## src/rtl/cfg_pkg.sv

```systemverilog
package cfg_pkg;
  localparam int CFG_M_W = 7;
  localparam int CFG_N_W = 2;
  localparam int CFG_T_W = 3;

  // post-divider code to divide ratio
  function automatic logic [3:0] ndiv_of(input logic [1:0] code);
    logic [3:0] r;
    case (code)
      2'b00:   r = 4'd2;
      2'b01:   r = 4'd4;
      2'b10:   r = 4'd8;
      default: r = 4'd1;
    endcase
    return r;
  endfunction
endpackage

```

## src/rtl/edge_pulse.sv

```systemverilog
module edge_pulse #(
  parameter bit FALLING = 1'b0
) (
  input  logic clk,
  input  logic rst_n,
  input  logic sig,
  output logic pulse
);
  logic prev_q;

  always_ff @(posedge clk or negedge rst_n) begin
    if (!rst_n) prev_q <= 1'b0;
    else        prev_q <= sig;
  end

  generate
    if (FALLING) begin : g_fall
      assign pulse = prev_q & ~sig;
    end else begin : g_rise
      assign pulse = ~prev_q & sig;
    end
  endgenerate

  p_single_r9: assert property (@(posedge clk) disable iff (!rst_n)
    pulse |=> !pulse);
endmodule

```

## src/rtl/cfg_shifter.sv

```systemverilog
module cfg_shifter #(
  parameter int W = 12
) (
  input  logic         clk,
  input  logic         rst_n,
  input  logic         en,
  input  logic         step,
  input  logic         din,
  output logic [W-1:0] word
);
  logic [W-1:0] sh_q;
  wire          shift_now = en & step;

  always_ff @(posedge clk or negedge rst_n) begin
    if (!rst_n)         sh_q <= '0;
    else if (shift_now) sh_q <= {sh_q[W-2:0], din};
  end

  assign word = sh_q;

  p_idle_r4: assert property (@(posedge clk) disable iff (!rst_n)
    !en |=> $stable(word));
  p_order_r5: assert property (@(posedge clk) disable iff (!rst_n)
    shift_now |=> (word == {$past(word[W-2:0]), $past(din)}));
endmodule

```

## src/rtl/cfg_regs.sv

```systemverilog
module cfg_regs #(
  parameter int M_W = 7,
  parameter int N_W = 2,
  parameter int T_W = 3
) (
  input  logic           clk,
  input  logic           rst_n,
  input  logic           par_take,
  input  logic           par_commit,
  input  logic [M_W-1:0] par_m,
  input  logic [N_W-1:0] par_n,
  input  logic           ser_commit,
  input  logic [T_W-1:0] ser_t,
  input  logic [N_W-1:0] ser_n,
  input  logic [M_W-1:0] ser_m,
  output logic [M_W-1:0] m_q,
  output logic [N_W-1:0] n_q,
  output logic [T_W-1:0] t_q,
  output logic           changed
);
  always_ff @(posedge clk or negedge rst_n) begin
    if (!rst_n) begin
      m_q <= '0;
      n_q <= '0;
      t_q <= '0;
    end else if (par_take) begin
      m_q <= par_m;
      n_q <= par_n;
      t_q <= '0;
    end else if (ser_commit) begin
      m_q <= ser_m;
      n_q <= ser_n;
      t_q <= ser_t;
    end
  end

  always_ff @(posedge clk or negedge rst_n) begin
    if (!rst_n) changed <= 1'b0;
    else        changed <= par_commit | ser_commit;
  end

  p_follow_r2: assert property (@(posedge clk) disable iff (!rst_n)
    par_take |=> (m_q == $past(par_m)) && (n_q == $past(par_n)));
  p_hold_r3: assert property (@(posedge clk) disable iff (!rst_n)
    (!par_take && !ser_commit) |=> ($stable(m_q) && $stable(n_q) && $stable(t_q)));
  p_commit_r6: assert property (@(posedge clk) disable iff (!rst_n)
    ser_commit |=> (m_q == $past(ser_m)) && (n_q == $past(ser_n)) && (t_q == $past(ser_t)));
  p_pulse_on_r9: assert property (@(posedge clk) disable iff (!rst_n)
    (par_commit || ser_commit) |=> changed);
  p_pulse_off_r9: assert property (@(posedge clk) disable iff (!rst_n)
    !(par_commit || ser_commit) |=> !changed);
  p_excl_r10: assert property (@(posedge clk) disable iff (!rst_n)
    !(par_take && ser_commit));
endmodule

```

## src/rtl/cfg_loader.sv

```systemverilog
module cfg_loader
  import cfg_pkg::*;
#(
  parameter int M_W = CFG_M_W,
  parameter int T_W = CFG_T_W
) (
  input  logic           clk,
  input  logic           rst_n,
  input  logic           p_load,
  input  logic [M_W-1:0] par_m,
  input  logic [1:0]     par_n,
  input  logic           ser_clk,
  input  logic           ser_data,
  input  logic           ser_load,
  output logic [M_W-1:0] m_out,
  output logic [1:0]     n_code,
  output logic [3:0]     n_div,
  output logic [T_W-1:0] t_out,
  output logic           config_changed
);
  localparam int N_W  = CFG_N_W;
  localparam int SH_W = T_W + N_W + M_W;

  // internal events, named for the checks
  logic p_rise;
  logic sclk_rise;
  logic sload_fall;
  logic par_take;
  logic ser_commit;
  logic [SH_W-1:0] sh_word;

  edge_pulse #(.FALLING(1'b0)) u_prise (
    .clk(clk), .rst_n(rst_n), .sig(p_load), .pulse(p_rise));
  edge_pulse #(.FALLING(1'b0)) u_srise (
    .clk(clk), .rst_n(rst_n), .sig(ser_clk), .pulse(sclk_rise));
  edge_pulse #(.FALLING(1'b1)) u_lfall (
    .clk(clk), .rst_n(rst_n), .sig(ser_load), .pulse(sload_fall));

  // transparent while low, and the capture cycle itself
  assign par_take   = ~p_load | p_rise;
  // parallel capture takes priority over a serial commit
  assign ser_commit = p_load & sload_fall & ~p_rise;

  cfg_shifter #(.W(SH_W)) u_shift (
    .clk(clk), .rst_n(rst_n), .en(p_load), .step(sclk_rise),
    .din(ser_data), .word(sh_word));

  cfg_regs #(.M_W(M_W), .N_W(N_W), .T_W(T_W)) u_regs (
    .clk(clk), .rst_n(rst_n),
    .par_take(par_take), .par_commit(p_rise),
    .par_m(par_m), .par_n(par_n),
    .ser_commit(ser_commit),
    .ser_t(sh_word[SH_W-1 -: T_W]),
    .ser_n(sh_word[M_W +: N_W]),
    .ser_m(sh_word[M_W-1:0]),
    .m_q(m_out), .n_q(n_code), .t_q(t_out),
    .changed(config_changed));

  assign n_div = ndiv_of(n_code);

  p_tzero_r7: assert property (@(posedge clk) disable iff (!rst_n)
    !p_load |=> (t_out == '0));
  p_div_r8: assert property (@(posedge clk) disable iff (!rst_n)
    $countones(n_div) == 1);
  p_priority_r10: assert property (@(posedge clk) disable iff (!rst_n)
    (p_rise && sload_fall) |=> (t_out == '0) && (m_out == $past(par_m)));
endmodule

```

## config.mk

```make
export PLATFORM = sky130hd
export DESIGN_NAME = cfg_loader
export DESIGN_NICKNAME = d
export VERILOG_FILES = /design/src/rtl/cfg_pkg.sv /design/src/rtl/edge_pulse.sv /design/src/rtl/cfg_shifter.sv /design/src/rtl/cfg_regs.sv /design/src/rtl/cfg_loader.sv
export SDC_FILE = /design/constraint.sdc
export NUM_CORES = 1
export LEC_CHECK = 0
export ABC_AREA = 1
export CORE_ASPECT_RATIO = 1.1
export CORE_MARGIN = 2
export CORE_UTILIZATION = 50
export CTS_BUF_LIST = sky130_fd_sc_hd__clkbuf_4
export DETAILED_ROUTE_END_ITERATION = 12
export PLACE_DENSITY = 0.78
export SKIP_LAST_GASP = 1
export SLEW_MARGIN = 15
export SYNTH_ARGS = -nofsm -noshare
export SYNTH_HDL_FRONTEND = slang
export SYNTH_HIERARCHICAL = 1
export SYNTH_SLANG_ARGS = --single-unit
```

## constraint.sdc

```tcl
create_clock -name clk -period 1.37 [get_ports clk]
set_input_delay 0.274 -clock clk [delete_from_list [all_inputs] [get_ports clk]]
set_output_delay 0.274 -clock clk [all_outputs]
set_load 0.01 [all_outputs]
```

Yosys cells after proc, flatten, opt, wreduce, memory -nomap -nowiden
Cells that the tools add are included.

operators by class
  eq/ne operators = 2
  muxes and demuxes = 7
  bitwise logic cells = 13
  reductions and logical operators = 2

operators with widths
  kind                                                                    number
  7-bit two-way mux                                                       2
  4-bit one-hot mux with 3 select lines                                   1
  1-bit bitwise AND                                                       6
  3-bit two-way mux                                                       2
  1-bit NOT                                                               5
  2-bit two-way mux                                                       2
  2-bit by 1-bit equality test with 1-bit output (second input constant)  1
  2-bit equality test (second input constant)                             1
  2-bit zero test                                                         1
  1-bit OR                                                                2
  2-bit nonzero test                                                      1

storage, ports and cells
  register bits after elaboration = 28
  bits of input ports = 15
  output and inout bits = 17
  logic and storage cells = 32

Depth between registers and ports, before layout
Gate-level depths: netlist (run 1).

  depth in word-level cells = 6
  mapped depth = 9
  depth with buffers taken out = 7

Hierarchy
The synthesis (run 1) kept the hierarchy.

modules (own cells, without submodules)
  module       times used  cells an instance  area an instance (um2)  seq. area each (um2)
  cfg_regs     1           65                 654.4                   325.3
  cfg_shifter  1           52                 483.0                   300.3
  edge_pulse   3           3                  35.0                    25.0
  cfg_loader   1           11                 41.3                    0.0

Worst setup path after synthesis (run 1)
No wires, ideal clock.

  path type = register to register
  from = register u_lfall.prev_q
  to = register u_regs.n_q[1]
  library setup time = 122 ps
  arrival time = 1033 ps
  setup slack = 216 ps
  stages on the path, launching flop included = 9
  buffers on the path = 1
  period minus slack after synthesis = 1154 ps
  cells stage by stage = dfrtp_1 inv_1 nor2_2 nand2_1 nor2_1 nor2_2 buf_4 nand2_1 nand3_2

between the ends
  word-level cells in the longest chain between the ends = 4

ends and longest elaborated chain
  item                                 line              source
  start: declaration                   edge_pulse.sv:9   logic prev_q;
  start signal: assignment             edge_pulse.sv:13  else prev_q <= sig;
  1-bit bitwise AND                    edge_pulse.sv:18  assign pulse = prev_q & ~sig;
  net sload_fall                       cfg_loader.sv:27  logic sload_fall;
  1-bit bitwise AND (2 in a row)       cfg_loader.sv:42  assign ser_commit = p_load & sload_fall & ~p_rise;
  net ser_commit                       cfg_loader.sv:29  logic ser_commit;
  2-bit nonzero test (no source line)  n/a
  end signal: assignment               cfg_regs.sv:28    n_q <= par_n;
  end signal: assignment               cfg_regs.sv:32    n_q <= ser_n;
  end: declaration                     cfg_regs.sv:17    output logic [N_W-1:0] n_q,

The timed path passes the listed nets, and every way through them passes these cells.
A chain may end at the register's enable or synchronous reset.

Worst setup path after layout (run 1)
  from = register u_regs.n_q[0]
  to = output n_div[2]

between the ends
  word-level cells in the longest chain between the ends = 2
  elaborated cells between the ends (all ways) = 4
  classes of those cells = eq/ne: 2; mux: 1; reduce/logical: 1

ends and longest elaborated chain
  item                                               line              source
  2-bit equality test, or another cell as far along  cfg_pkg.sv:9      case (code)
  4-bit one-hot mux with 3 select lines *            cfg_pkg.sv:9
  end: declaration                                   cfg_loader.sv:17  output logic [3:0] n_div,

Every way passes the cells marked *; elsewhere a longest branch is shown, timed or not.

==> summary.txt, run 1 <==
Cell Count, Final, Fillers Out: 211
Largest net degree at the start of global routing: 29
Crit start category: flop
Share of layout cells above drive strength 1: 0.278
Synth Instances: 137
GR Util met1: 0.273
Post-DP Area: 1650 um2
Ant. Diodes: 0
Die X-Extent: 52.3 um
P_sw: 503 uW
Fillers: 205
Final instance area: 1720 um2
Placed Instances: 200
FP Rows: 19
Die ar.: 2990 um2
Yosys warning count: 6
Max-cap violation count: 0
Unique masters post-synth: 13
Vias in the first global route: 1,074
Setup Skew: 0.00330 ns
Drt wl/cell: 13.5 um
Crit path max fanout: 3
Final setup vio count: 4
DRT iter0 DRCs: 16
Mapped Area: 1280 um2
Clock buffer depth: 2
Mapped Nets: 152
GRT busiest layer: met2
Critical Path AT: 1.15 ns
Power Density: 998 nW/um2
Drt total wl: 2850 um
Failing checks: setup timing
Unrepaired setup endpoints after global routing: true
First-pass GRT wire length: 4820 um
Leading area contributor after synthesis: dfrtp_1
CP required: 1.10 ns
Initial antenna violation count: 0
Clk sinks: 28
Combinational share of power: 0.215
Max-slew violations: 0
# port buffers: 31
Highest Clock Rate: 703 MHz
GRT Util Overall: 0.219
Register bit total from synthesis: 28
HP Class: input port to asynchronous set/reset pin
Area Growth Syn to Fin: 33.6%
Layout Nets: 196
Vias per cell: 5.22
Setup Crit Path Kind: flop to output pin
Final HPWL DP: 2080 um
Final period utilization: 1.04
Sw Share: 0.294
Clk root buf: clkbuf_4
Die Span Y: 57.1 um
Sequential fraction of the synthesis area: 0.546
Ports: 32
Met2 Use GR: 0.388
Area contributors post-synth: dfrtp_1, nand2_1, nand3_2
GPL Wtd Cong: 0.790
CTS tree: built
Pre-antenna DRT Iters: 4
Sequential Power Share: 0.585
Final Hold Viols: 0
Clk pwr share: 0.200
H-tree depth: 1
Leak: 0.000923 uW
Vias: 1,101
Worst slew pin tran: 0.274 ns
Internal power: 1210 uW
Core area: 2470 um2
Global route overflow: 0
Final ANT Viol Nets: 0
Drc violations: 0
Syn avg cell area: 9.37 um2
Met3 global-route usage: 0.0314
Synth top area share: 0.546
Slew Limit Headroom: 0.817
CTS clock-pin slew for the worst setup and hold paths: 0.14 ns
Starting density of the core: 0.519
Final setup margin: -0.0532 ns
Final min period: 1.42 ns
CTS buffer count: 3
Maximum vdd drop: 0.621 mV
CP Capture Type: output pin
Status: finished, violations left
Insertion delay to the later sink of the worst-skew pair: 0.33 ns
## cells in the final DEF, fill, tap and decap left out, drive strengths merged
| cell type | Yosys | routed |
|---|---|---|
| clkinv | 0 | 1 |
| nand2 | 52 | 52 |
| dlymetal6s2s | 0 | 1 |
| inv | 8 | 8 |
| clkdlybuf4s15 | 0 | 1 |
| dfrtp | 28 | 28 |
| clkdlybuf4s50 | 0 | 13 |
| buf | 7 | 20 |
| or2 | 1 | 1 |
| nand3 | 33 | 33 |
| clkbuf | 0 | 3 |
| nor2 | 8 | 8 |
| dlygate4sd2 | 0 | 11 |
## power groups by stage
stage / Sequential, uW / Clock [uW] / Combinational [uW]
2_1_floorplan: 1010 / 0 / 163
3_3_place_gp: 1010 / 0 / 337
3_5_place_dp: 1020 / 0 / 352
4_1_cts: 1000 / 359 / 357
5_1_grt: 1020 / 390 / 407
6_report: 1000 / 343 / 369
## path summary, 6_finish.rpt
kind / start / endpoint / slack [ns] / cells after the start
min in group clk: p_load / u_prise/prev_q / 0.30 / 2
max reg2reg: u_prise/prev_q / u_regs/m_q[2] / 0.13 / 7
min reg2reg: u_regs/t_q[0] / u_regs/t_q[0] / 0.50 / 2
max in group asynchronous: rst_n / u_shift/word[5] / 0.93 / 2
max: u_regs/n_q[0] / n_div[2] / -0.05 / 4
min: rst_n / u_shift/word[1] / 0.28 / 2
## cell families after synthesis
logic type / Yosys count / synth area share
DFF: 28 / 0.546
and+or+nand+nor: 94 / 0.373
buffers and inverters: 15 / 0.0809
## critical path, cell delays in order (launching register included)
cell,delay (ns)
dfrtp_1,0.42
buf_6,0.13
inv_2,0.04
nor2_2,0.10
buf_2,0.14
## sequential cells by signal (all words and copies together) (netlist names)
signal and flops:
u_regs/changed 1, u_regs/n_q 2, u_shift/word 12, u_srise/prev_q 1, u_prise/prev_q 1, u_lfall/prev_q 1, u_regs/m_q 7, u_regs/t_q 3
## repair_timing
action                     4_1_cts  5_1_grt
resized for setup               33       11
hold buffers                     0        0
setup endpoints to repair       21       17
pin swaps                        1        1
setup buffers                    6        1
## stage by stage
stage,util,power [uW],setup WS [ns],hold slack [ns],setup TNS [ns]
after floorplan,-,1180,0.216,-0.0216,0
after global placement,0.666,1350,-0.283,0.459,-3.37
after detailed placement,0.666,1370,-0.371,0.479,-4.84
after CTS,0.685,1720,-0.150,0.279,-0.215
after global routing,0.694,1810,-0.106,0.274,-0.363
final,0.694,1710,-0.0532,0.281,-0.107
## metal layers
metal | vias up | wire, um
li1 | 521 | -
met4 | 0 | 32
met5 | - | 0
met3 | 4 | 128
met2 | 39 | 1530
met1 | 537 | 1150
## cells in the mapped netlist, drive strengths merged
cell type / count
nor2: 8
nand2: 52
buf: 7
inv: 8
dfrtp: 28
or2: 1
nand3: 33
## layout make-up
cell class,count,area [um2],area share
Sequential cell,28,701,0.408
Timing Repair Buffer,46,423,0.247
Clock inverter,1,3.75,0.00219
Inverter,8,32.5,0.0190
Tap cell,31,38.8,0.0226
Clock buffer,3,22.5,0.0131
Multi-Input combinational cell,94,494,0.288
Note: power is estimated with default switching activity, not from simulation.
==> inputs of run 2 (changes only) <==
==> constraint.sdc (replaced) <==
create_clock -name clk -period 1.6 [get_ports clk]
set_input_delay 0.32 -clock clk [delete_from_list [all_inputs] [get_ports clk]]
set_output_delay 0.32 -clock clk [all_outputs]
set_load 0.01 [all_outputs]
==> summary.txt, run 2 (synthesis gave the netlist of run 1 again) <==
Max reg flops: 12
Leak: 0.000999 uW
Fillers: 190
Flop-to-flop setup slack: 0.33 ns
GRT Util Overall: 0.194
Pre-antenna DRT Iters: 6
Vias per cell: 4.96
Largest net degree at the start of global routing: 29
Setup Skew: 0.00514 ns
CTS tree: built
Die Span Y: 57.1 um
CP Capture Type: output pin
Ports: 32
Setup Crit Path Kind: flop to output pin
Status: complete, no violations
Cell Count, Final, Fillers Out: 212
Commonest non-fill, non-tap cell in the layout: nand2_1
Global route overflow: 0
Ant. Diodes: 0
HP Class: input port to asynchronous set/reset pin
Final setup margin: 0.0532 ns
Core area: 2470 um2
CTS clock-pin slew for the worst setup and hold paths: 0.13 ns
Clk root buf: clkbuf_4
Layout Nets: 198
Hold_buf cts: 0
Insertion delay to the later sink of the worst-skew pair: 0.32 ns
Power Density: 829 nW/um2
Final setup vio count: 0
Vias: 1,051
Max-cap violation count: 0
FP Rows: 19
Final ANT Viol Nets: 0
R2r endpoint: u_regs/m_q[1]
WHS: 0.353 ns
CP top delay family: buffers and inverters
Final min period: 1.55 ns
CP peak stage delay: 0.54 ns
Vias in the first global route: 1,018
DRT iter0 DRCs: 17
DP Worst Slack: -0.181 ns
Final instance area: 1740 um2
Worst slew pin tran: 0.341 ns
Final Hold Viols: 0
Die ar.: 2990 um2
CP cell instances: clkdlybuf4s50_1
First-pass GRT wire length: 4360 um
Reg2reg path depth: 7
CP required: 1.28 ns
Starting density of the core: 0.519
Final period utilization: 0.967
Maximum vdd drop: 0.713 mV
Max-slew violations: 0
Initial antenna violation count: 0
Unrepaired setup endpoints after global routing: false
Clock buffer depth: 2
Crit path max fanout: 2
Commonest cells after routing, fill and taps aside: nand2_1, dfrtp_1, nand3_1
Die X-Extent: 52.3 um
Crit path buffers/inverters: 1
CP max stage cell: clkdlybuf4s50_1
Post-DP Area: 1630 um2
Area Growth Syn to Fin: 35.2%
Crit start category: flop
CTS buffer count: 3
Drt wl/cell: 12.2 um
Critical Path AT: 1.23 ns
Clk sinks: 28
Drt total wl: 2590 um
H-tree depth: 1
Share of layout cells above drive strength 1: 0.243
# port buffers: 31
Highest Clock Rate: 646 MHz
Final HPWL DP: 1860 um
GPL Wtd Cong: 0.788
Crit Reg-Reg Startpoint: u_lfall/prev_q
Placed Instances: 200
Slew Limit Headroom: 0.773
Drc violations: 0
## run 2: changes by cell type in the layout (fill, tap and decap cells not counted), sizes merged
cell / before / now
clkdlybuf4s50: 13 / 17
clkinv: 1 / 0
dlygate4sd2: 11 / 1
clkbuf: 3 / 6
dlymetal6s2s: 1 / 9
buf: 20 / 17
## run 2: layout make-up
type / count / area [um2] / share of cell area
Sequential cell: 28 / 701 / 0.404
Multi-Input combinational cell: 94 / 484 / 0.279
Timing Repair Buffer: 48 / 457 / 0.263
Tap cell: 31 / 38.8 / 0.0224
Inverter: 8 / 32.5 / 0.0187
Clock buffer: 3 / 22.5 / 0.0130
## run 2: how the worst max path moves through the flow
stage                     cells past startpoint            end  slack, ns           start
after floorplan                               8  u_regs/n_q[1]       0.45  u_lfall/prev_q
after global placement                        7  u_regs/n_q[0]       -0.1          p_load
after detailed placement                      7  u_regs/n_q[0]      -0.18          p_load
after CTS                                     4       n_div[0]      0.005   u_regs/n_q[0]
after global routing                          1       t_out[0]      0.001   u_regs/t_q[0]
final                                         1       t_out[0]       0.05   u_regs/t_q[0]
## run 2: power by group
group          total (uW)  internal [uW]  switching, uW
Clock                 271           88.2            183
Combinational         314            163            151
Sequential            854            787           67.1
## run 2: repair_timing
item,4_1_cts,5_1_grt
cloned,0,0
pin swaps,0,0
gates resized for setup,5,17
buffers inserted,4,5
hold endpoints to repair,0,0
setup endpoints to repair,6,16
## run 2: stage by stage
stage               setup TNS, ns  power [uW]   util
floorplan                       0        1010      -
global placement            -1.04        1150  0.661
detailed placement          -1.81        1170  0.661
CTS                             0        1440  0.680
global route                    0        1540  0.702
finish                          0        1440  0.702
## run 2: routing by layer
metal  wire (um)  GRT usage  up-vias  share of wire
met2        1360      0.327       25           0.52
met5           0          0        -              0
met4          19     0.0659        0         0.0073
li1            -          -      521              -
met3          97     0.0340        4          0.037
met1        1120      0.250      501           0.43
==> inputs of run 3 (changes only) <==
--- a/config.mk
+++ b/config.mk
@@ -6,6 +6,7 @@
 export NUM_CORES = 1
 export LEC_CHECK = 0
 export ABC_AREA = 1
+export ABC_CLOCK_PERIOD_IN_PS = 1600
 export CORE_ASPECT_RATIO = 1.1
 export CORE_MARGIN = 2
 export CORE_UTILIZATION = 50
==> results of run 3 <==
Final layout, timing and power as in run 2 (identical DEF).
